===== src/rtl/spi_hub_pkg.sv =====
package spi_hub_pkg;
  // Positions inside the command byte; a host encodes them, so they are fixed.
  localparam int CMD_IO_BIT = 5;
  localparam int CMD_RW_BIT = 4;

  typedef enum logic [1:0] {
    ST_IDLE,
    ST_RD_WAIT,
    ST_RD_CAP,
    ST_SMP_WAIT
  } ctrl_state_e;
endpackage


===== src/rtl/hub_sync.sv =====
module hub_sync #(
  parameter int           W       = 1,
  parameter int           STAGES  = 2,
  parameter logic [W-1:0] RST_VAL = '0
) (
  input  logic         clk,
  input  logic         rst,
  input  logic [W-1:0] d,
  output logic [W-1:0] q
);
  logic [W-1:0] stg [STAGES];

  always_ff @(posedge clk) begin
    if (rst) stg[0] <= RST_VAL;
    else     stg[0] <= d;
  end

  for (genvar i = 1; i < STAGES; i++) begin : g_stage
    always_ff @(posedge clk) begin
      if (rst) stg[i] <= RST_VAL;
      else     stg[i] <= stg[i-1];
    end
  end

  assign q = stg[STAGES-1];
endmodule


===== src/rtl/hub_frame_rx.sv =====
module hub_frame_rx #(
  parameter int FRAME_W = 16
) (
  input  logic               clk,
  input  logic               rst,
  input  logic               sclk_s,
  input  logic               csn_s,
  input  logic               mosi_s,
  output logic               sclk_fall,
  output logic               frame_end,
  output logic               frame_ok,
  output logic [FRAME_W-1:0] frame_data
);
  localparam int CNT_W = $clog2(FRAME_W + 1) + 1;
  localparam logic [CNT_W-1:0] CNT_MAX = '1;

  logic             sclk_d, csn_d;
  logic [CNT_W-1:0] bit_cnt;
  logic             sclk_rise, frame_start;

  assign sclk_rise   = sclk_s & ~sclk_d;
  assign sclk_fall   = ~sclk_s & sclk_d;
  assign frame_start = ~csn_s & csn_d;
  assign frame_end   = csn_s & ~csn_d;
  assign frame_ok    = (bit_cnt == CNT_W'(FRAME_W));

  always_ff @(posedge clk) begin
    if (rst) begin
      sclk_d     <= 1'b0;
      csn_d      <= 1'b1;
      bit_cnt    <= '0;
      frame_data <= '0;
    end else begin
      sclk_d <= sclk_s;
      csn_d  <= csn_s;
      if (frame_start) begin
        bit_cnt <= '0;
      end else if (!csn_s && sclk_rise) begin
        frame_data <= {frame_data[FRAME_W-2:0], mosi_s};
        if (bit_cnt != CNT_MAX) bit_cnt <= bit_cnt + 1'b1;
      end
    end
  end
endmodule


===== src/rtl/hub_tx_shift.sv =====
module hub_tx_shift #(
  parameter int FRAME_W = 16
) (
  input  logic               clk,
  input  logic               rst,
  input  logic               csn_s,
  input  logic               sclk_fall,
  input  logic [FRAME_W-1:0] load_word,
  output logic               miso
);
  logic [FRAME_W-1:0] tx_sr;

  always_ff @(posedge clk) begin
    if (rst)            tx_sr <= '0;
    else if (csn_s)     tx_sr <= load_word;
    else if (sclk_fall) tx_sr <= {tx_sr[FRAME_W-2:0], 1'b0};
  end

  assign miso = tx_sr[FRAME_W-1];


  miso_hold_chk: assert property (@(posedge clk) disable iff (rst)
    (!csn_s && $past(!csn_s) && !$past(sclk_fall)) |-> $stable(miso));
endmodule


===== src/rtl/hub_cmd_ctrl.sv =====
module hub_cmd_ctrl
  import spi_hub_pkg::*;
#(
  parameter int DATA_W   = 8,
  parameter int ADC_W    = 12,
  parameter int CHAN_W   = 5,
  parameter int ADDR_W   = 4,
  parameter int FLAG_BIT = 14,
  parameter int NUM_CHAN = 1 << CHAN_W
) (
  input  logic                clk,
  input  logic                rst,
  input  logic                frame_end,
  input  logic                frame_ok,
  input  logic [2*DATA_W-1:0] frame_data,
  input  logic [DATA_W-1:0]   reg_rdata,
  input  logic                smp_ack,
  input  logic [ADC_W-1:0]    smp_data,
  input  logic [NUM_CHAN-1:0] pin_is_gpio,
  output logic                reg_wr_en,
  output logic                reg_rd_en,
  output logic [ADDR_W-1:0]   reg_addr,
  output logic [DATA_W-1:0]   reg_wdata,
  output logic                smp_req,
  output logic [CHAN_W-1:0]   smp_chan,
  output logic [2*DATA_W-1:0] resp_word
);
  localparam int FRAME_W = 2 * DATA_W;

  ctrl_state_e        state;
  logic [DATA_W-1:0]  cmd, payload;
  logic               cmd_legal, gpio_flag;
  logic [FRAME_W-1:0] adc_word, reg_word;

  assign cmd       = frame_data[FRAME_W-1 -: DATA_W];
  assign payload   = frame_data[DATA_W-1:0];
  assign cmd_legal = (cmd[DATA_W-1:CMD_IO_BIT+1] == '0);

  always_comb begin
    adc_word                = '0;
    adc_word[ADC_W-1:0]     = smp_data;
    adc_word[FLAG_BIT]      = gpio_flag;
    reg_word                = '0;
    reg_word[DATA_W-1:0]    = reg_rdata;
  end

  always_ff @(posedge clk) begin
    if (rst) begin
      state     <= ST_IDLE;
      reg_wr_en <= 1'b0;
      reg_rd_en <= 1'b0;
      reg_addr  <= '0;
      reg_wdata <= '0;
      smp_req   <= 1'b0;
      smp_chan  <= '0;
      gpio_flag <= 1'b0;
      resp_word <= '0;
    end else begin
      reg_wr_en <= 1'b0;
      reg_rd_en <= 1'b0;
      case (state)
        ST_IDLE: begin
          if (frame_end) begin
            resp_word <= '0;
            if (frame_ok && cmd_legal) begin
              if (cmd[CMD_IO_BIT]) begin
                reg_addr <= cmd[ADDR_W-1:0];
                if (cmd[CMD_RW_BIT]) begin
                  reg_rd_en <= 1'b1;
                  state     <= ST_RD_WAIT;
                end else begin
                  reg_wr_en <= 1'b1;
                  reg_wdata <= payload;
                end
              end else begin
                smp_req   <= 1'b1;
                smp_chan  <= cmd[CHAN_W-1:0];
                gpio_flag <= pin_is_gpio[cmd[CHAN_W-1:0]];
                state     <= ST_SMP_WAIT;
              end
            end
          end
        end
        ST_RD_WAIT: state <= ST_RD_CAP;
        ST_RD_CAP: begin
          resp_word <= reg_word;
          state     <= ST_IDLE;
        end
        ST_SMP_WAIT: begin
          if (smp_ack) begin
            smp_req   <= 1'b0;
            resp_word <= adc_word;
            state     <= ST_IDLE;
          end
        end
        default: state <= ST_IDLE;
      endcase
    end
  end


  wr_pulse_chk: assert property (@(posedge clk) disable iff (rst)
    reg_wr_en |=> !reg_wr_en);

  rd_pulse_chk: assert property (@(posedge clk) disable iff (rst)
    reg_rd_en |=> !reg_rd_en);

  strobe_excl_chk: assert property (@(posedge clk) disable iff (rst)
    !(reg_wr_en && reg_rd_en));

  wr_full_frame_chk: assert property (@(posedge clk) disable iff (rst)
    reg_wr_en |-> $past(frame_end && frame_ok));

  smp_hold_chk: assert property (@(posedge clk) disable iff (rst)
    (smp_req && !smp_ack) |=> (smp_req && $stable(smp_chan)));

  smp_release_chk: assert property (@(posedge clk) disable iff (rst)
    (smp_req && smp_ack) |=> !smp_req);
endmodule


===== src/rtl/spi_adc_gpio_frontend.sv =====
module spi_adc_gpio_frontend #(
  parameter int DATA_W      = 8,
  parameter int ADC_W       = 12,
  parameter int CHAN_W      = 5,
  parameter int ADDR_W      = 4,
  parameter int FLAG_BIT    = 14,
  parameter int SYNC_STAGES = 2
) (
  input  logic                   clk,
  input  logic                   rst,
  input  logic                   spi_sclk,
  input  logic                   spi_csn,
  input  logic                   spi_mosi,
  output logic                   spi_miso,
  output logic                   reg_wr_en,
  output logic                   reg_rd_en,
  output logic [ADDR_W-1:0]      reg_addr,
  output logic [DATA_W-1:0]      reg_wdata,
  input  logic [DATA_W-1:0]      reg_rdata,
  output logic                   smp_req,
  output logic [CHAN_W-1:0]      smp_chan,
  input  logic                   smp_ack,
  input  logic [ADC_W-1:0]       smp_data,
  input  logic [(1<<CHAN_W)-1:0] pin_is_gpio
);
  localparam int FRAME_W  = 2 * DATA_W;
  localparam int NUM_CHAN = 1 << CHAN_W;

  logic               sclk_s, csn_s, mosi_s;
  logic               sclk_fall, frame_end, frame_ok;
  logic [FRAME_W-1:0] frame_data, resp_word;

  hub_sync #(.W(1), .STAGES(SYNC_STAGES), .RST_VAL(1'b1)) u_sync_cs (
    .clk(clk), .rst(rst), .d(spi_csn), .q(csn_s)
  );

  hub_sync #(.W(2), .STAGES(SYNC_STAGES), .RST_VAL(2'b00)) u_sync_dat (
    .clk(clk), .rst(rst), .d({spi_sclk, spi_mosi}), .q({sclk_s, mosi_s})
  );

  hub_frame_rx #(.FRAME_W(FRAME_W)) u_rx (
    .clk(clk), .rst(rst), .sclk_s(sclk_s), .csn_s(csn_s), .mosi_s(mosi_s),
    .sclk_fall(sclk_fall), .frame_end(frame_end), .frame_ok(frame_ok),
    .frame_data(frame_data)
  );

  hub_cmd_ctrl #(
    .DATA_W(DATA_W), .ADC_W(ADC_W), .CHAN_W(CHAN_W), .ADDR_W(ADDR_W),
    .FLAG_BIT(FLAG_BIT), .NUM_CHAN(NUM_CHAN)
  ) u_ctrl (
    .clk(clk), .rst(rst), .frame_end(frame_end), .frame_ok(frame_ok),
    .frame_data(frame_data), .reg_rdata(reg_rdata), .smp_ack(smp_ack),
    .smp_data(smp_data), .pin_is_gpio(pin_is_gpio),
    .reg_wr_en(reg_wr_en), .reg_rd_en(reg_rd_en), .reg_addr(reg_addr),
    .reg_wdata(reg_wdata), .smp_req(smp_req), .smp_chan(smp_chan),
    .resp_word(resp_word)
  );

  hub_tx_shift #(.FRAME_W(FRAME_W)) u_tx (
    .clk(clk), .rst(rst), .csn_s(csn_s), .sclk_fall(sclk_fall),
    .load_word(resp_word), .miso(spi_miso)
  );
endmodule


===== config.mk =====
export PLATFORM = sky130hd
export DESIGN_NAME = spi_adc_gpio_frontend
export DESIGN_NICKNAME = d
export VERILOG_FILES = /design/src/rtl/spi_hub_pkg.sv /design/src/rtl/hub_sync.sv /design/src/rtl/hub_frame_rx.sv /design/src/rtl/hub_tx_shift.sv /design/src/rtl/hub_cmd_ctrl.sv /design/src/rtl/spi_adc_gpio_frontend.sv
export SDC_FILE = /design/constraint.sdc
export NUM_CORES = 1
export LEC_CHECK = 0
export BUFFER_PORTS_ARGS = -buffer_cell sky130_fd_sc_hd__buf_4
export CORE_MARGIN = 2
export CORE_UTILIZATION = 50
export DETAILED_ROUTE_END_ITERATION = 16
export PLACE_DENSITY = 0.74
export SYNTH_ARGS = -nofsm -noshare
export SYNTH_HDL_FRONTEND = slang
export SYNTH_SLANG_ARGS = --single-unit
export TNS_END_PERCENT = 10

===== constraint.sdc =====
create_clock -name clk -period 5.3 [get_ports clk]
set_input_delay 0.53 -clock clk [delete_from_list [all_inputs] [get_ports clk]]
set_output_delay 0.53 -clock clk [all_outputs]
set_load 0.05 [all_outputs]

==> impl_metrics.py, run 1 <==
metrics = {
    "power_and_ir_drop": {
        "p_int_uw": 933,
        "cellPowerDensity_mw_per_mm2": 269,
        "clkPwrFrac_pct": 42.7,
        "leakagePower_uw": 0.00162,
        "pwr-share-comb_pct": 4.9,
        "ir_worst_vdd_v": 0.000176,
        "p_sw_share_pct": 21.2,
        "power_uw": 1180,
        "p_switching_uw": 251,
        "pwr-share-seq_pct": 52.4,
    },
    "clock_network": {
        "clock_latency_ns": 0.35,
        "h-tree-depth": 3,
        "ctsResizeCount": 0,
        "cts.sinks": 82,
        "numCtsBuffers": 9,
        "clockBufferDepth": 2,
        "root_buffer": "clkbuf_8",
        "path_clk_slew_ns": 0.08,
        "ctsHoldBuffers": 0,
        "cts_setup_buffers": 0,
        "cts_tree": "yes",
    },
    "final_layout": {
        "multiInputGateArea_mm2": 0.00180,
        "diodes": 0,
        "n_fill_cell": 633,
        "area_growth_pct": 19.6,
        "nets": 517,
        "layout-drive-gt1-share_pct": 27.5,
        "final_util_pct": 61.3,
        "ff_latch_area_mm2": 0.00164,
        "fin_area_mm2": 0.00440,
    },
    "critical_path": {
        "r2r_slack_ns": 2.88,
        "reg2reg_depth": 4,
        "cp.arrival_ns": 2.71,
        "cp-start-kind": "flop",
        "crit_type": "flop to flop",
        "required_ns": 5.59,
        "crit_fanout": 20,
        "cp-end-kind": "flop",
        "r2r-end": "u_ctrl.gpio_flag$_SDFFE_PP0P_",
        "r2r_start": "u_sync_cs.stg[1]$_DFF_P_",
    },
    "detailed_routing": {
        "wirelength_um": 7810,
        "via_per_inst": 5.39,
        "first_pass_iters": 4,
        "num_vias": 3022,
        "drc": 0,
        "ant_nets": 0,
        "wl_per_cell_um": 13.9,
        "first_iter_violations": 204,
    },
    "die": {
        "rows": 31,
        "design.die.area_mm2": 0.00806,
        "die_width_um": 89.8,
        "die_h_um": 89.8,
        "coreArea_mm2": 0.00718,
        "io_pins": 79,
        "initial_core_util_pct": 51.2,
    },
    "placement": {
        "pre_cts_slack_ns": 2.93,
        "routabilityCongestion": 0.739,
        "io_buffers": 78,
        "dp_hpwl_um": 5260,
        "placed_area_mm2": 0.00417,
    },
    "logic_synthesis": {
        "synth_top_area_share_pct": 44.6,
        "synth-edff-count": 0,
        "syn_avg_cell_area_um2": 9.15,
        "syn-cell-area_mm2": 0.00368,
        "yosys.area.top_type": "dfxtp_1",
        "syn_nets": 462,
        "async_flop_share_pct": 0,
        "synth_ff_type": "dfxtp_1",
        "synth_cells": 402,
        "synth_most_common_cell": "dfxtp_1",
        "seq_area_frac_synth_pct": 44.6,
        "synthTopCellsByCount": "dfxtp_1, nand2_1, a21oi_1",
        "yosys-top-cells-area": "dfxtp_1, a21oi_1, nand2_1",
        "ys_ff_latch": 82,
        "yosysWarnings": 0,
        "synthDistinctLibCells": 43,
    },
    "hold_path": {
        "hold_class": "primary input to flop",
        "hold_start": "spi_csn",
        "hold_path_end": "u_sync_cs.stg[0]$_DFF_P_",
        "min_path_cells": 2,
    },
    "grt": {
        "grt_pass1_vias": 2783,
        "grt_use_total_pct": 19.1,
        "grt-ovfl-total": 0,
        "grt_pass1_wl_um": 12800,
        "antenna_found_initial": 0,
        "grt_max_degree": 76,
    },
    "sta": {
        "worst_slack_ns": 2.88,
        "timing.fmax_mhz": 414,
        "drv_slew": 0,
        "finClkSkew_ns": 0.0110,
        "tightest_slew_ns": 1.01,
        "finalCritPeriodShare_pct": 45.6,
        "slew_headroom_pct": 31.9,
        "setup_viol": 0,
        "min_period_ns": 2.42,
        "tns_ns": 0,
        "rsz0062_at_grt": "no",
        "hold_violations": 0,
    },
    "run": {
        "drv_cap": 0,
    },
    "outcome": {
        "status": "completed",
    },
}
cells in the final DEF, fill, tap and decap left out, types with 3 or more instances in the layout:
| master | count |
|---|---|
| mux4_2 | 3 |
| buf_4 | 78 |
| inv_1 | 6 |
| mux4_1 | 3 |
| dfxtp_1 | 82 |
| nor2b_1 | 7 |
| or2_2 | 3 |
| nor2_1 | 20 |
| o21ai_0 | 17 |
| a22oi_1 | 5 |
| nand3_1 | 27 |
| clkbuf_8 | 10 |
| mux2i_1 | 15 |
| xnor2_1 | 5 |
| a21oi_1 | 58 |
| nand2_1 | 68 |
| mux2_2 | 19 |
through the flow:
stage / std cells / hold slack [ns]
4_1_cts: 561 / 0.374
3_5_place_dp: 545 / 0.398
5_1_grt: 561 / 0.378
2_1_floorplan: 402 / 0.389
3_3_place_gp: 545 / 0.402
6_report: 561 / 0.381
worst max-delay path by stage:
| stage | from | endpoint | slack (ns) | cells past startpoint |
|---|---|---|---|---|
| after global placement | u_sync_cs.stg[1]$_DFF_P_ | u_ctrl.gpio_flag$_SDFFE_PP0P_ | 3.03 | 4 |
| after detailed placement | u_sync_cs.stg[1]$_DFF_P_ | u_ctrl.gpio_flag$_SDFFE_PP0P_ | 2.93 | 4 |
| final | u_sync_cs.stg[1]$_DFF_P_ | u_ctrl.gpio_flag$_SDFFE_PP0P_ | 2.88 | 4 |
| after CTS | u_sync_cs.stg[1]$_DFF_P_ | u_ctrl.gpio_flag$_SDFFE_PP0P_ | 2.88 | 4 |
| after global routing | u_sync_cs.stg[1]$_DFF_P_ | u_ctrl.reg_addr[2]$_SDFFE_PP0P_ | 2.68 | 4 |
| after floorplan | u_sync_cs.stg[1]$_DFF_P_ | u_rx.frame_data[13]$_SDFFE_PP0P_ | 3.65 | 8 |
cell type report:
class	count	share of cell area [%]
clock buffers	10	3.13
inverters	6	0.512
multi-input cells	280	40.9
clock inverters	6	2.02
well taps	99	2.82
repair buffers	78	13.3
flip-flops and latches	82	37.3
power by group through the flow:
stage	logic [uW]	registers, uW	clock network [uW]
2_1_floorplan	25.6	633	0
3_3_place_gp	57.7	635	0
3_5_place_dp	58.4	635	0
4_1_cts	58.6	620	512
5_1_grt	63.2	621	540
6_report	57.9	620	505
state kept, by name, indices dropped and copies added, names as in the netlist:
signal            cells
u_ctrl.smp_req        1
u_rx.bit_cnt          6
u_ctrl.state          2
u_ctrl.reg_addr       4
u_rx.csn_d            1
u_tx.tx_sr           16
u_ctrl.resp_word     13
u_ctrl.reg_rd_en      1
u_ctrl.reg_wr_en      1
u_sync_dat.stg        4
u_ctrl.smp_chan       5
u_ctrl.reg_wdata      8
u_ctrl.gpio_flag      1
u_sync_cs.stg         2
u_rx.sclk_d           1
u_rx.frame_data      16
cells by family (layout without fill, tap and decap cells):
group / count (synthesis) / count (layout) / share of synthesized area (%)
and+or+nand+nor: 142 / 142 / 18.2
xor gates and xnor gates: 5 / 5 / 1.19
muxes: 40 / 40 / 13.9
DFF: 82 / 82 / 44.6
buffers and inverters: 40 / 100 / 6.46
AOI/OAI and AO/OA: 91 / 91 / 14.9
adders and majority gates: 2 / 2 / 0.680
metal layers:
layer	routed length (um)	global-route usage, %	part of all wire [%]
met3	322	4.78	4.1
met1	3720	25.5	48
met4	60	5.00	0.77
met2	3710	31.3	47
met5	0	0	0
worst max-delay path, cell delays in order (launching register included):
cell and delay [ns]:
dfxtp_1 0.66, nor2b_1 0.31, nand4b_1 0.70, a2111oi_2 0.52, a21o_1 0.16
(Power assumes the default switching activity.)
==> run 2: changes to the inputs <==
- CORE_UTILIZATION: 50 -> 49
- PLACE_DENSITY: 0.74 -> 0.76
- clock period: 5.3 -> 2 ns (I/O delays scaled with it)
==> run 2 against run 1 <==
Effect of this change: register-to-register slack lost 2.6 ns; routed wire length grew 5.9%; clock power grew 140%; cell area grew 1.9%; fmax grew 40%; worst hold slack lost 0.33 ns; highest routed layer unchanged; non-clock buffer count grew 15; critical endpoint unchanged; largest cell class unchanged; critical path depth grew 3.
==> impl_metrics.py, run 2 (synthesis results as in run 1) <==
metrics = {
    "outcome": {
        "status": "completed",
    },
    "detailed_routing": {
        "drc": 0,
        "wl_per_cell_um": 14.4,
        "first_pass_iters": 4,
        "first_iter_violations": 143,
        "num_vias": 3103,
        "ant_nets": 0,
        "via_per_inst": 5.39,
        "wirelength_um": 8270,
    },
    "power_and_ir_drop": {
        "p_int_uw": 2380,
        "leakagePower_uw": 0.00168,
        "pwr-share-comb_pct": 5.5,
        "pwr-share-seq_pct": 54.5,
        "clkPwrFrac_pct": 40.0,
        "p_switching_uw": 627,
        "ir_worst_vdd_v": 0.000410,
        "cellPowerDensity_mw_per_mm2": 672,
        "p_sw_share_pct": 20.8,
    },
    "hold_path": {
        "hold_class": "primary input to flop",
        "hold_start": "spi_csn",
    },
    "placement": {
        "dp_hpwl_um": 5900,
        "routabilityCongestion": 0.743,
        "io_buffers": 78,
    },
    "grt": {
        "antenna_found_initial": 0,
        "grt-ovfl-total": 0,
        "grt_pass1_wl_um": 14000,
        "grt_use_total_pct": 20.9,
        "grt_pass1_vias": 3080,
        "grt_max_degree": 42,
    },
    "die": {
        "coreArea_mm2": 0.00725,
        "io_pins": 79,
        "die_h_um": 90.6,
        "rows": 31,
        "die_width_um": 90.6,
        "initial_core_util_pct": 50.7,
        "design.die.area_mm2": 0.00821,
    },
    "clock_network": {
        "ctsHoldBuffers": 0,
        "clockBufferDepth": 2,
        "cts_setup_buffers": 0,
        "path_clk_slew_ns": 0.08,
        "cts.sinks": 82,
        "h-tree-depth": 3,
        "cts_tree": "yes",
        "root_buffer": "clkbuf_8",
        "clock_latency_ns": 0.35,
        "ctsResizeCount": 0,
        "numCtsBuffers": 9,
    },
    "sta": {
        "rsz0062_at_grt": "no",
        "slew_headroom_pct": 62.3,
        "finalCritPeriodShare_pct": 86.5,
        "min_period_ns": 1.73,
        "finClkSkew_ns": 0.0105,
        "tns_ns": 0,
        "hold_violations": 0,
        "timing.fmax_mhz": 578,
        "drv_slew": 0,
        "whs_ns": 0.0532,
        "setup_viol": 0,
        "tightest_slew_ns": 0.565,
    },
    "critical_path": {
        "cp_top_family": "compound AO/OA/AOI/OAI gates",
        "crit_type": "flop to flop",
        "crit_chain": "inv_1, ha_1, nor4b_2, nand4b_1, buf_4, a2111oi_2, a21o_1",
        "critPathMaxStageDelay_ns": 0.35,
        "critPathBufInv": 2,
        "cp-end-kind": "flop",
        "cp-start-kind": "flop",
        "critPathSlowestCell": "dfxtp_1",
        "r2r_start": "u_rx.bit_cnt[0]$_SDFFE_PP0P_",
        "startpoint": "u_rx.bit_cnt[0]$_SDFFE_PP0P_",
        "required_ns": 2.30,
        "crit_fanout": 20,
        "cp.arrival_ns": 2.03,
    },
    "final_layout": {
        "layout_commonest_cell": "buf_4",
        "layout_common_cells": "buf_4, dfxtp_1, nand2_1",
        "final_util_pct": 61.8,
        "n_fill_cell": 619,
        "reg_top3": "u_rx.frame_data x16, u_tx.tx_sr x16, u_ctrl.resp_word x13",
        "area_growth_pct": 21.9,
        "diodes": 0,
        "nets": 532,
        "layout-drive-gt1-share_pct": 29.1,
    },
    "run": {
        "drv_cap": 0,
    },
}
-- run 2: power groups by stage --
stage	logic (uW)	clock network, uW	registers, uW
3_3_place_gp	162	0	1680
3_5_place_dp	166	0	1680
5_1_grt	180	1300	1640
6_report	166	1200	1640
2_1_floorplan	67.8	0	1680
4_1_cts	167	1210	1640
-- run 2: worst register-to-register path, delay by kind of cell (launching register included) --
family / cells / cell delay (ns)
AO/OA/AOI/OAI: 2 / 0.45
AND/OR/NAND/NOR: 2 / 0.44
flip-flops: 1 / 0.35
buffers and inverters: 2 / 0.30
adder cells (fa/ha/maj): 1 / 0.14
-- run 2: area by class of cell --
class / instances / area (um2) / area share (%)
multi-input cells: 280 / 1800 / 40.1
flip-flops and latches: 82 / 1640 / 36.6
repair buffers: 93 / 698 / 15.6
clock buffers: 14 / 163 / 3.63
well taps: 99 / 124 / 2.76
clock inverters: 2 / 35.0 / 0.782
inverters: 6 / 22.5 / 0.503
-- run 2: metal layers --
metal / global-route usage (%) / vias to the layer above / wire length, um
met1: 26.0 / 1479 / 3580
met5: 0 / - / 0
li1: - / 1528 / -
met3: 4.17 / 15 / 410
met2: 35.1 / 81 / 4110
met4: 9.36 / 0 / 169
-- run 2: worst paths after layout --
check | end | slack, ns | depth (start not counted)
setup / recovery | u_ctrl.gpio_flag$_SDFFE_PP0P_ | 0.27 | 7
hold / removal | u_sync_cs.stg[0]$_DFF_P_ | 0.05 | 2
setup reg to reg | u_ctrl.gpio_flag$_SDFFE_PP0P_ | 0.27 | 7
hold reg to reg | u_sync_cs.stg[1]$_DFF_P_ | 0.40 | 1
-- run 2: stage by stage --
| step | std cells | area (um2) | power (uW) | setup slack, ns |
|---|---|---|---|---|
| finish | 576 | 4480 | 3010 | 0.270 |
| CTS | 576 | 4480 | 3020 | 0.273 |
| global placement | 560 | 4280 | 1840 | 0.363 |
| floorplan | 402 | 3680 | 1750 | 0.353 |
| detailed placement | 560 | 4280 | 1850 | 0.292 |
| global route | 576 | 4480 | 3130 | 0.0871 |
